File: src/rtl/degen_pkg.sv
package degen_pkg;

    // Register select codes of the configuration write port
    typedef enum logic [1:0] {
        CFG_PIX_START  = 2'd0,
        CFG_PIX_LEN    = 2'd1,
        CFG_LINE_START = 2'd2,
        CFG_LINE_LEN   = 2'd3
    } cfg_addr_e;

    localparam int unsigned NUM_CFG  = 4;
    localparam int unsigned NUM_AXIS = 2;
    localparam int unsigned AXIS_H   = 0;
    localparam int unsigned AXIS_V   = 1;

endpackage

File: src/rtl/degen_sync_edge.sv
module degen_sync_edge #(
    parameter int unsigned STAGES = 2
) (
    input  logic clk,
    input  logic rst_n,
    input  logic raw_in,
    input  logic act_high,
    output logic level_o,
    output logic start_o
);

    typedef struct packed {
        logic [STAGES-1:0] chain;
        logic              prev;
    } sync_state_t;

    sync_state_t s_d, s_q;
    logic [STAGES:0] shift_ext;
    logic            lvl;

    always_comb begin
        s_d       = s_q;
        shift_ext = {s_q.chain, raw_in};
        s_d.chain = shift_ext[STAGES-1:0];
        lvl       = act_high ? s_q.chain[STAGES-1] : ~s_q.chain[STAGES-1];
        s_d.prev  = lvl;
    end

    always_ff @(posedge clk) begin
        if (!rst_n) begin
            s_q.chain <= '0;
            s_q.prev  <= 1'b1;
        end else begin
            s_q <= s_d;
        end
    end

    assign level_o = lvl;
    assign start_o = lvl & ~s_q.prev;

endmodule

File: src/rtl/degen_sat_counter.sv
module degen_sat_counter #(
    parameter int unsigned W = 12
) (
    input  logic         clk,
    input  logic         rst_n,
    input  logic         clr,
    input  logic         inc,
    output logic [W-1:0] count_o
);

    localparam logic [W-1:0] CNT_MAX = '1;

    typedef struct packed {
        logic [W-1:0] cnt;
    } cnt_state_t;

    cnt_state_t c_d, c_q;

    always_comb begin
        c_d = c_q;
        if (clr) begin
            c_d.cnt = '0;
        end else if (inc && (c_q.cnt != CNT_MAX)) begin
            c_d.cnt = c_q.cnt + W'(1);
        end
    end

    always_ff @(posedge clk) begin
        if (!rst_n) begin
            c_q.cnt <= CNT_MAX;
        end else begin
            c_q <= c_d;
        end
    end

    assign count_o = c_q.cnt;

endmodule

File: src/rtl/degen_cfg_bank.sv
module degen_cfg_bank
    import degen_pkg::*;
#(
    parameter int unsigned  W          = 12,
    parameter logic [W-1:0] DEF_HSTART = 148,
    parameter logic [W-1:0] DEF_HLEN   = 512,
    parameter logic [W-1:0] DEF_VSTART = 26,
    parameter logic [W-1:0] DEF_VLEN   = 768
) (
    input  logic                      clk,
    input  logic                      rst_n,
    input  logic                      wr_en,
    input  logic [1:0]                wr_addr,
    input  logic [W-1:0]              wr_data,
    input  logic                      commit,
    output logic [NUM_CFG-1:0][W-1:0] live_o
);

    localparam logic [NUM_CFG-1:0][W-1:0] DEFAULTS =
        {DEF_VLEN, DEF_VSTART, DEF_HLEN, DEF_HSTART};

    typedef struct packed {
        logic [NUM_CFG-1:0][W-1:0] pend;
        logic [NUM_CFG-1:0][W-1:0] live;
    } bank_state_t;

    bank_state_t b_d, b_q;

    always_comb begin
        b_d = b_q;
        // a write in the commit cycle is kept for the following frame
        if (commit) begin
            b_d.live = b_q.pend;
        end
        if (wr_en) begin
            b_d.pend[wr_addr] = wr_data;
        end
    end

    always_ff @(posedge clk) begin
        if (!rst_n) begin
            b_q.pend <= DEFAULTS;
            b_q.live <= DEFAULTS;
        end else begin
            b_q <= b_d;
        end
    end

    assign live_o = b_q.live;

endmodule

File: src/rtl/degen_window.sv
module degen_window #(
    parameter int unsigned W = 12
) (
    input  logic [W-1:0] count,
    input  logic [W-1:0] first,
    input  logic [W-1:0] len,
    output logic         inside_o
);

    // exclusive upper bound first+len+1 needs one extra bit
    logic [W:0] limit;

    always_comb begin
        limit    = {1'b0, first} + {1'b0, len} + (W+1)'(1);
        inside_o = (count > first) && ({1'b0, count} < limit);
    end

endmodule

File: src/rtl/de_window_gen.sv
module de_window_gen
    import degen_pkg::*;
#(
    parameter int unsigned      CNT_W          = 12,
    parameter int unsigned      SYNC_STAGES    = 2,
    parameter logic [CNT_W-1:0] DEF_PIX_START  = 12'h094,
    parameter logic [CNT_W-1:0] DEF_PIX_LEN    = 12'h200,
    parameter logic [CNT_W-1:0] DEF_LINE_START = 12'h01A,
    parameter logic [CNT_W-1:0] DEF_LINE_LEN   = 12'h300
) (
    input  logic             clk,
    input  logic             rst_n,
    input  logic             hsync_in,
    input  logic             vsync_in,
    input  logic             hsync_act_high,
    input  logic             vsync_act_high,
    input  logic             cfg_wr_en,
    input  logic [1:0]       cfg_wr_addr,
    input  logic [CNT_W-1:0] cfg_wr_data,
    output logic             de_out
);

    logic [NUM_AXIS-1:0] sync_raw;
    logic [NUM_AXIS-1:0] sync_pol;
    logic [NUM_AXIS-1:0] sync_level;
    logic [NUM_AXIS-1:0] sync_start;
    logic [NUM_AXIS-1:0] axis_inside;
    logic [NUM_AXIS-1:0] axis_inc;

    logic [NUM_AXIS-1:0][CNT_W-1:0] axis_cnt;
    logic [NUM_AXIS-1:0][CNT_W-1:0] axis_first;
    logic [NUM_AXIS-1:0][CNT_W-1:0] axis_len;
    logic [NUM_CFG-1:0][CNT_W-1:0]  cfg_live;

    logic             h_start;
    logic             v_start;
    logic             vs_lvl;
    logic [CNT_W-1:0] pix_cnt;
    logic [CNT_W-1:0] line_cnt;

    assign sync_raw = {vsync_in, hsync_in};
    assign sync_pol = {vsync_act_high, hsync_act_high};

    assign h_start = sync_start[AXIS_H];
    assign v_start = sync_start[AXIS_V];
    assign vs_lvl  = sync_level[AXIS_V];

    // pixel counter steps every clock, line counter on each line edge
    assign axis_inc[AXIS_H] = 1'b1;
    assign axis_inc[AXIS_V] = h_start;

    assign axis_first[AXIS_H] = cfg_live[CFG_PIX_START];
    assign axis_len[AXIS_H]   = cfg_live[CFG_PIX_LEN];
    assign axis_first[AXIS_V] = cfg_live[CFG_LINE_START];
    assign axis_len[AXIS_V]   = cfg_live[CFG_LINE_LEN];

    assign pix_cnt  = axis_cnt[AXIS_H];
    assign line_cnt = axis_cnt[AXIS_V];

    for (genvar a = 0; a < NUM_AXIS; a++) begin : g_axis
        degen_sync_edge #(
            .STAGES (SYNC_STAGES)
        ) sync_i (
            .clk      (clk),
            .rst_n    (rst_n),
            .raw_in   (sync_raw[a]),
            .act_high (sync_pol[a]),
            .level_o  (sync_level[a]),
            .start_o  (sync_start[a])
        );

        degen_sat_counter #(
            .W (CNT_W)
        ) cnt_i (
            .clk     (clk),
            .rst_n   (rst_n),
            .clr     (sync_start[a]),
            .inc     (axis_inc[a]),
            .count_o (axis_cnt[a])
        );

        degen_window #(
            .W (CNT_W)
        ) win_i (
            .count    (axis_cnt[a]),
            .first    (axis_first[a]),
            .len      (axis_len[a]),
            .inside_o (axis_inside[a])
        );
    end

    degen_cfg_bank #(
        .W          (CNT_W),
        .DEF_HSTART (DEF_PIX_START),
        .DEF_HLEN   (DEF_PIX_LEN),
        .DEF_VSTART (DEF_LINE_START),
        .DEF_VLEN   (DEF_LINE_LEN)
    ) cfg_i (
        .clk     (clk),
        .rst_n   (rst_n),
        .wr_en   (cfg_wr_en),
        .wr_addr (cfg_wr_addr),
        .wr_data (cfg_wr_data),
        .commit  (v_start),
        .live_o  (cfg_live)
    );

    typedef struct packed {
        logic de;
    } out_state_t;

    out_state_t o_d, o_q;

    always_comb begin
        o_d    = o_q;
        o_d.de = axis_inside[AXIS_H] & axis_inside[AXIS_V] & ~vs_lvl;
    end

    always_ff @(posedge clk) begin
        if (!rst_n) begin
            o_q.de <= 1'b0;
        end else begin
            o_q <= o_d;
        end
    end

    assign de_out = o_q.de;

endmodule

File: config.mk
export PLATFORM = sky130hd
export DESIGN_NAME = de_window_gen
export DESIGN_NICKNAME = d
export VERILOG_FILES = /design/src/rtl/degen_pkg.sv /design/src/rtl/degen_sync_edge.sv /design/src/rtl/degen_sat_counter.sv /design/src/rtl/degen_cfg_bank.sv /design/src/rtl/degen_window.sv /design/src/rtl/de_window_gen.sv
export SDC_FILE = /design/constraint.sdc
export NUM_CORES = 1
export LEC_CHECK = 0
export ABC_AREA = 1
export BUFFER_PORTS_ARGS = -buffer_cell sky130_fd_sc_hd__buf_4
export CORE_ASPECT_RATIO = 1.5
export CORE_MARGIN = 2
export CORE_UTILIZATION = 55
export DETAILED_ROUTE_END_ITERATION = 8
export HOLD_SLACK_MARGIN = 0.06
export PLACE_DENSITY = 0.83
export SYNTH_ARGS = -nofsm -noshare
export SYNTH_HDL_FRONTEND = slang
export SYNTH_SLANG_ARGS = --single-unit
export TNS_END_PERCENT = 20
File: constraint.sdc
create_clock -name clk -period 2.55 [get_ports clk]
set_clock_uncertainty 0.2 [all_clocks]
set_input_delay 0.1275 -clock clk [delete_from_list [all_inputs] [get_ports clk]]
set_output_delay 0.1275 -clock clk [all_outputs]
set_load 0.01 [all_outputs]
==> results of run 1 <==
## worst max-delay path by stage
stage                              endpoint  depth (start not counted)                          start  slack [ns]
final                     de_out$_SDFF_PN0_                         17   cfg_i.live_o[0]$_SDFFE_PN0P_       -0.19
after global routing      de_out$_SDFF_PN0_                         15   cfg_i.live_o[0]$_SDFFE_PN0P_       -0.29
after CTS                 de_out$_SDFF_PN0_                         19  cfg_i.live_o[36]$_SDFFE_PN0P_       -0.17
after detailed placement  de_out$_SDFF_PN0_                         17   cfg_i.live_o[0]$_SDFFE_PN0P_       -0.24
after global placement    de_out$_SDFF_PN0_                         15   cfg_i.live_o[0]$_SDFFE_PN0P_       -0.12
after floorplan           de_out$_SDFF_PN0_                         19  cfg_i.live_o[24]$_SDFFE_PN0P_       -0.04
## worst max-delay path: stages (launching register included)
cell,delay [ns]
dfxtp_2,0.33
inv_2,0.08
ha_4,0.13
inv_2,0.04
fa_2,0.34
nand3_2,0.09
nand2_2,0.08
nand2_1,0.09
nand2_2,0.07
nand3_2,0.08
nand2_2,0.07
xor2_1,0.14
ha_1,0.30
a21oi_2,0.06
o21bai_1,0.15
nand4_1,0.19
nand3_2,0.13
nor2_2,0.04
## cell families after synthesis
kind of cell               after synthesis  synth area share, %
DFF                                    127                 36.4
AOI/OAI and AO/OA                      182                 14.5
xor gates and xnor gates                24                 3.01
and+or+nand+nor                        417                 25.2
adders and majority gates               74                 13.5
buffers and inverters                  132                 7.46
## metrics by stage
stage	instance area, sq um	total power [uW]
2_1_floorplan	7010	3780
3_3_place_gp	7460	4170
3_5_place_dp	7460	4240
4_1_cts	8420	6770
5_1_grt	8480	7240
6_report	8480	6850
## layout make-up
type / instances / area (sq um) / share of cell area, %
inverter: 98 / 372 / 4.38
multi-input combinational: 697 / 4050 / 47.8
clock buffer: 18 / 439 / 5.18
tap: 156 / 195 / 2.30
timing repair buffer: 86 / 728 / 8.59
clock inverter: 13 / 153 / 1.80
sequential: 127 / 2540 / 30.0
## sequential cells by signal, indices dropped and copies added, names as in the netlist
name and flops:
de_out 1, cfg_i.live_o 48, g_axis.cnt_i.count_o 24, g_axis.sync_i.s_d 2, cfg_i.b_q 48, g_axis.sync_i.s_q 4
## layout by cell type (no fill, tap or decap), types with 12 or more instances in the layout
cell           netlist  routed
nor2_1             155     154
clkbuf_16            0      17
o21ai_0             88      88
xnor2_1             12      12
buf_4                2      57
dlygate4sd3_1        0      28
xor2_1              12      12
nand3_1             64      59
inv_1               94      88
ha_1                72      69
dfxtp_1            127     125
a21oi_1             55      52
nand2_1            160     154
## routing by layer
layer  vias up  routed length [um]  part of all wire, %
li1       3288                   -                    -
met1      3017                7280                   42
met2       217                8640                   49
met3        59                 652                  3.7
met4         0                 909                  5.2
met5         -                   0                    0
## power by group
part	switching, uW	internal (uW)	total (uW)	leakage (uW)
Combinational	1150	817	1970	0.00278
Sequential	237	2190	2430	0.00104
Clock	969	1480	2450	0.000287
## repair_timing
item                       4_1_cts  5_1_grt
resized for setup               19       11
setup endpoints to repair        1        1
setup buffers                    5        1
pin swaps                       22       16
hold endpoints to repair        69        0
hold buffers                    28        0
==> run metrics, run 1 <==
GRT Total Usage=26.8%; vias in the first global route=6439; ys flop type=dfxtp_1; Mapped Cells=956; Post-route DRC=0; diodes inserted=0; Setup Slack @ Placement=-0.243 ns; Filler Cell Count=916; largest net degree at the start of global routing=106; max_cap viols=0; Final Wtd Congestion=0.878; area grow syn2layout=21.3%; syn avg cell area=7.31 sq um; post-synth top area share=36.4%; H-Tree Depth=4; failing checks=negative setup slack; Fmax=365 MHz; Syn. warnings=0; post-synthesis cell area=6990 sq um; Yosys reg bits=127; CP Class=reg -> reg; core area=12400 sq um; DRT Pass-1 Iters=7; Unique masters post-synth=44; Final HPWL DP=11300 um; met1 global-route usage=31.6%; vias per inst=5.51; Max IR drop VDD=531 uV; Final Hold Violating Endpoints=0; clk_lat worst skew=0.42 ns; Final Max Tran Viols=0; Pleak=0.00411 uW; CP startpoint kind=register; Tcrit/Tclk final=107%; first-pass GRT wire length=29100 um; hold depth=5; Post-synth top cells=nand2_1, nor2_1, dfxtp_1, inv_1, o21ai_0; ANT nets after route=0; hold_sp=cfg_wr_en; post-route insts no fill=1195; reg-to-reg startpoint=cfg_i.live_o[0]$_SDFFE_PN0P_; layout cell share with drive strength beyond 1=13.9%; clock-pin transition on the worst setup and hold timing paths=0.06 ns; Final Worst Setup Slack=-0.188 ns; row cnt=50; Placed Cells incl. Taps=1130; final core utilization=68.1%; # IOs=22; Setup TNS=-0.188 ns; Clock Sink Count=127; flop-to-flop setup slack=-0.19 ns; root buffer cell=clkbuf_16; initial antenna violation count=0; status=finished with violations; Mapped Nets=1051; remaining global-route overflow=0; worst hold-check path type=in -> reg; initial core utilization=56.2%; Port-buffer cells=21; DR WL/cell=14.6 um; Hold EP=cfg_i.b_q[69]$_SDFFE_PN1P_; Die Span Y=142 um; synth top area cells=dfxtp_1, ha_1, nand2_1; cell with the most instances after synthesis=nand2_1; Iteration-0 DRC Markers=421; CTS tree=done; minimum clock period=2.74 ns; worst-margin pin slew=1.02 ns; CP endpoint kind=register; grt met3 use=4.08%; Required @ worst endpoint=2.65 ns; CP Max Fanout=4; FF-to-FF path depth=17; Post-synth ARST share=0%; Cell Pwr Density=808 nW/um^2; vias=6581; unrepaired setup endpoints after global routing=yes; Inserted Clock Buffers=17; Final Setup Violations=1; GRT met2 Usage=45.3%; GR peak layer=met2; Die Wd=96.1 um; Detailed Route WL=17500 um; EDFF count, synth=0; Yosys top cell by area=dfxtp_1; Worst slew margin=32.1%; Critical R2R Capture=de_out$_SDFF_PN0_; worst path arrival time=2.84 ns; die area=13700 sq um; sequential element share of the synthesized area=36.4%; CTS Buffer Depth=2; hold_ws=0.0986 ns; fin nets=1122
(Power assumes the default switching activity.)
==> run 2, diff against run 1 <==
--- a/config.mk
+++ b/config.mk
@@ -8,11 +8,11 @@
 export ABC_AREA = 1
 export BUFFER_PORTS_ARGS = -buffer_cell sky130_fd_sc_hd__buf_4
 export CORE_ASPECT_RATIO = 1.5
-export CORE_MARGIN = 2
 export CORE_UTILIZATION = 55
 export DETAILED_ROUTE_END_ITERATION = 8
 export HOLD_SLACK_MARGIN = 0.06
 export PLACE_DENSITY = 0.83
+export RECOVER_POWER = 100
 export SYNTH_ARGS = -nofsm -noshare
 export SYNTH_HDL_FRONTEND = slang
 export SYNTH_SLANG_ARGS = --single-unit
==> run 2 against run 1 <==
  * The run still ends with negative setup slack left
  * Utilization fell by 0.56 points
  * Via count rose by 2.8%
  * Critical path type unchanged
  * Power rose by 0.91%
  * Register-to-register slack got worse by 0.05 ns
  * Wire length rose by 3.2%
  * Non-clock buffer count fell by 1
  * Largest cell class unchanged
  * Global-route usage rose by 1.4 points
  * Combinational power barely moved
  * Maximum frequency fell by 1.8%
  * Sequential power barely moved
==> run metrics, run 2 (same netlist as run 1, synthesis figures left out) <==
Placed Area=7470 sq um (+0.17%); hold depth=2 (-3); GRT Total Usage=28.2% (+1.4 points); Placed Cells incl. Taps=1130 (unchanged); worst-margin pin slew=1.31 ns (+0.296 ns); Final Setup Violations=1 (unchanged); vias in the first global route=6549 (+1.7%); failing checks=negative setup slack; Die Wd=94.1 um (-2.1%); Final Worst Setup Slack=-0.238 ns (-0.0498 ns); post-route insts no fill=1195 (unchanged); vias=6764 (+2.8%); area grow syn2layout=20.3%; unrepaired setup endpoints after global routing=yes; Final HPWL DP=11700 um (+3.6%); fin area=8410 sq um (-0.83%); FF-to-FF path depth=17 (unchanged); clock-pin transition on the worst setup and hold timing paths=0.06 ns (about the same); vias per inst=5.66 (+2.8%); Final Wtd Congestion=0.856 (-2.5%); diodes inserted=0 (unchanged); DRT Pass-1 Iters=5 (-2); CP endpoint kind=register; flop-to-flop setup slack=-0.24 ns (-0.05 ns); CP Max Fanout=4 (unchanged); Max IR drop VDD=705 uV (+33%); Setup TNS=-0.238 ns (-0.0498 ns); Fmax=359 MHz (-1.8%); CTS Buffer Depth=2 (unchanged); most common cell after layout, fill and taps aside=nor2_1; Detailed Route WL=18000 um (+3.2%); remaining global-route overflow=0 (unchanged); CTS tree=done; initial antenna violation count=0 (unchanged); largest net degree at the start of global routing=95 (-10%); CP startpoint kind=register; Port-buffer cells=21 (unchanged); minimum clock period=2.79 ns (+0.0498 ns); H-Tree Depth=4 (unchanged); max_cap viols=0 (unchanged); core area=12400 sq um (unchanged); reg-to-reg startpoint=cfg_i.live_o[0]$_SDFFE_PN0P_; worst path arrival time=2.91 ns (+0.07 ns); row cnt=50 (unchanged); worst hold-check path type=reg -> reg; fin nets=1121 (-0.089%); first-pass GRT wire length=29200 um (+0.14%); Post-route DRC=0 (unchanged); Pleak=0.00409 uW (-0.43%); DR WL/cell=15.1 um (+3.2%); leading cell types in the layout, fill and taps excluded=nor2_1, nand2_1, dfxtp_1; CP startpoint=cfg_i.live_o[0]$_SDFFE_PN0P_; root buffer cell=clkbuf_16; die area=13200 sq um (-3.5%); Tcrit/Tclk final=109% (+2.0 points); Clock Sink Count=127 (unchanged); initial core utilization=56.2% (unchanged); Critical R2R Capture=de_out$_SDFF_PN0_; # IOs=22 (unchanged); status=finished with violations; Die Span Y=140 um (-1.4%); CP Class=reg -> reg; CP Capture Point=de_out$_SDFF_PN0_; clk_lat worst skew=0.43 ns (about the same); Required @ worst endpoint=2.67 ns (+0.02 ns); Final Max Tran Viols=0 (unchanged); Cell Pwr Density=822 nW/um^2 (+1.8%); ANT nets after route=0 (unchanged); layout cell share with drive strength beyond 1=12.2% (-1.6 points); Worst slew margin=12.4% (-20 points); Final Hold Violating Endpoints=0 (unchanged); Inserted Clock Buffers=17 (unchanged); Iteration-0 DRC Markers=380 (-9.7%)
==> run 2: cell count changes in the layout (fill, tap and decap cells not counted), moves of 3 or more <==
cell | previous run | this run
clkbuf_1 | 0 | 6
buf_4 | 57 | 47
inv_2 | 8 | 4
inv_1 | 88 | 92
nand3_2 | 9 | 6
nor2_2 | 6 | 3
nor2_1 | 154 | 157
nand3_1 | 59 | 62
==> run 2: cell type report <==
type,count,area (sq um)
clock buffer,18,429
clock inverter,14,170
fill,920,4040
inverter,98,372
multi-input combinational,697,4000
sequential,127,2540
tap,156,195
timing repair buffer,85,703
==> run 2: through the flow <==
stage,worst slack (ns),power [uW],util [%],hold WS [ns]
after floorplan,-0.0363,3780,-,0.0251
after global placement,-0.114,4160,60.0,0.116
after detailed placement,-0.213,4250,60.0,0.122
after CTS,-0.126,6850,67.6,0.218
after global routing,-0.318,7290,67.6,0.238
final,-0.238,6910,67.6,0.218
==> run 2: metal layers <==
metal | global-route usage [%] | wire length, um | share of wire, %
met2 | 49.6 | 9020 | 50
met4 | 16.5 | 888 | 4.9
met3 | 4.89 | 783 | 4.3
met1 | 31.1 | 7350 | 41
met5 | 0 | 0 | 0
==> run 2: worst min path at each step <==
stage | end | start
3_3_place_gp | g_axis[1].sync_i.s_d[2]$_SDFF_PN0_ | vsync_in
2_1_floorplan | g_axis[0].sync_i.s_d[2]$_SDFF_PN0_ | hsync_in
5_1_grt | g_axis[0].sync_i.s_q[2]$_SDFF_PN0_ | g_axis[0].sync_i.s_d[2]$_SDFF_PN0_
6_report | g_axis[1].sync_i.s_q[2]$_SDFF_PN0_ | g_axis[1].sync_i.s_d[2]$_SDFF_PN0_
4_1_cts | g_axis[1].sync_i.s_q[2]$_SDFF_PN0_ | g_axis[1].sync_i.s_d[2]$_SDFF_PN0_
3_5_place_dp | g_axis[1].sync_i.s_d[2]$_SDFF_PN0_ | vsync_in
==> run 2: power breakdown <==
group	total (uW)	leakage (uW)	switching (uW)	internal (uW)
Clock	2500	0.000295	1020	1480
Combinational	1990	0.00275	1170	823
Sequential	2430	0.00104	235	2190
==> run 2: timing repair <==
item                       CTS  global route
hold buffers                28             0
resized for setup           13            11
pin swaps                   20            11
buffers inserted             3             2
setup endpoints to repair    1             1
hold endpoints to repair    80             0
==> run 2: critical path, cell delays in order (launching register included) <==
cell	delay [ns]
dfxtp_1	0.31
inv_1	0.07
ha_1	0.15
inv_1	0.06
fa_2	0.34
nand3_2	0.08
nand2_2	0.09
nand2_2	0.08
nand2_2	0.07
nand3_1	0.07
nand2_1	0.06
xor2_1	0.14
ha_1	0.29
a21oi_1	0.07
o21bai_1	0.14
nand4_1	0.24
nand3_1	0.16
nor2_1	0.04
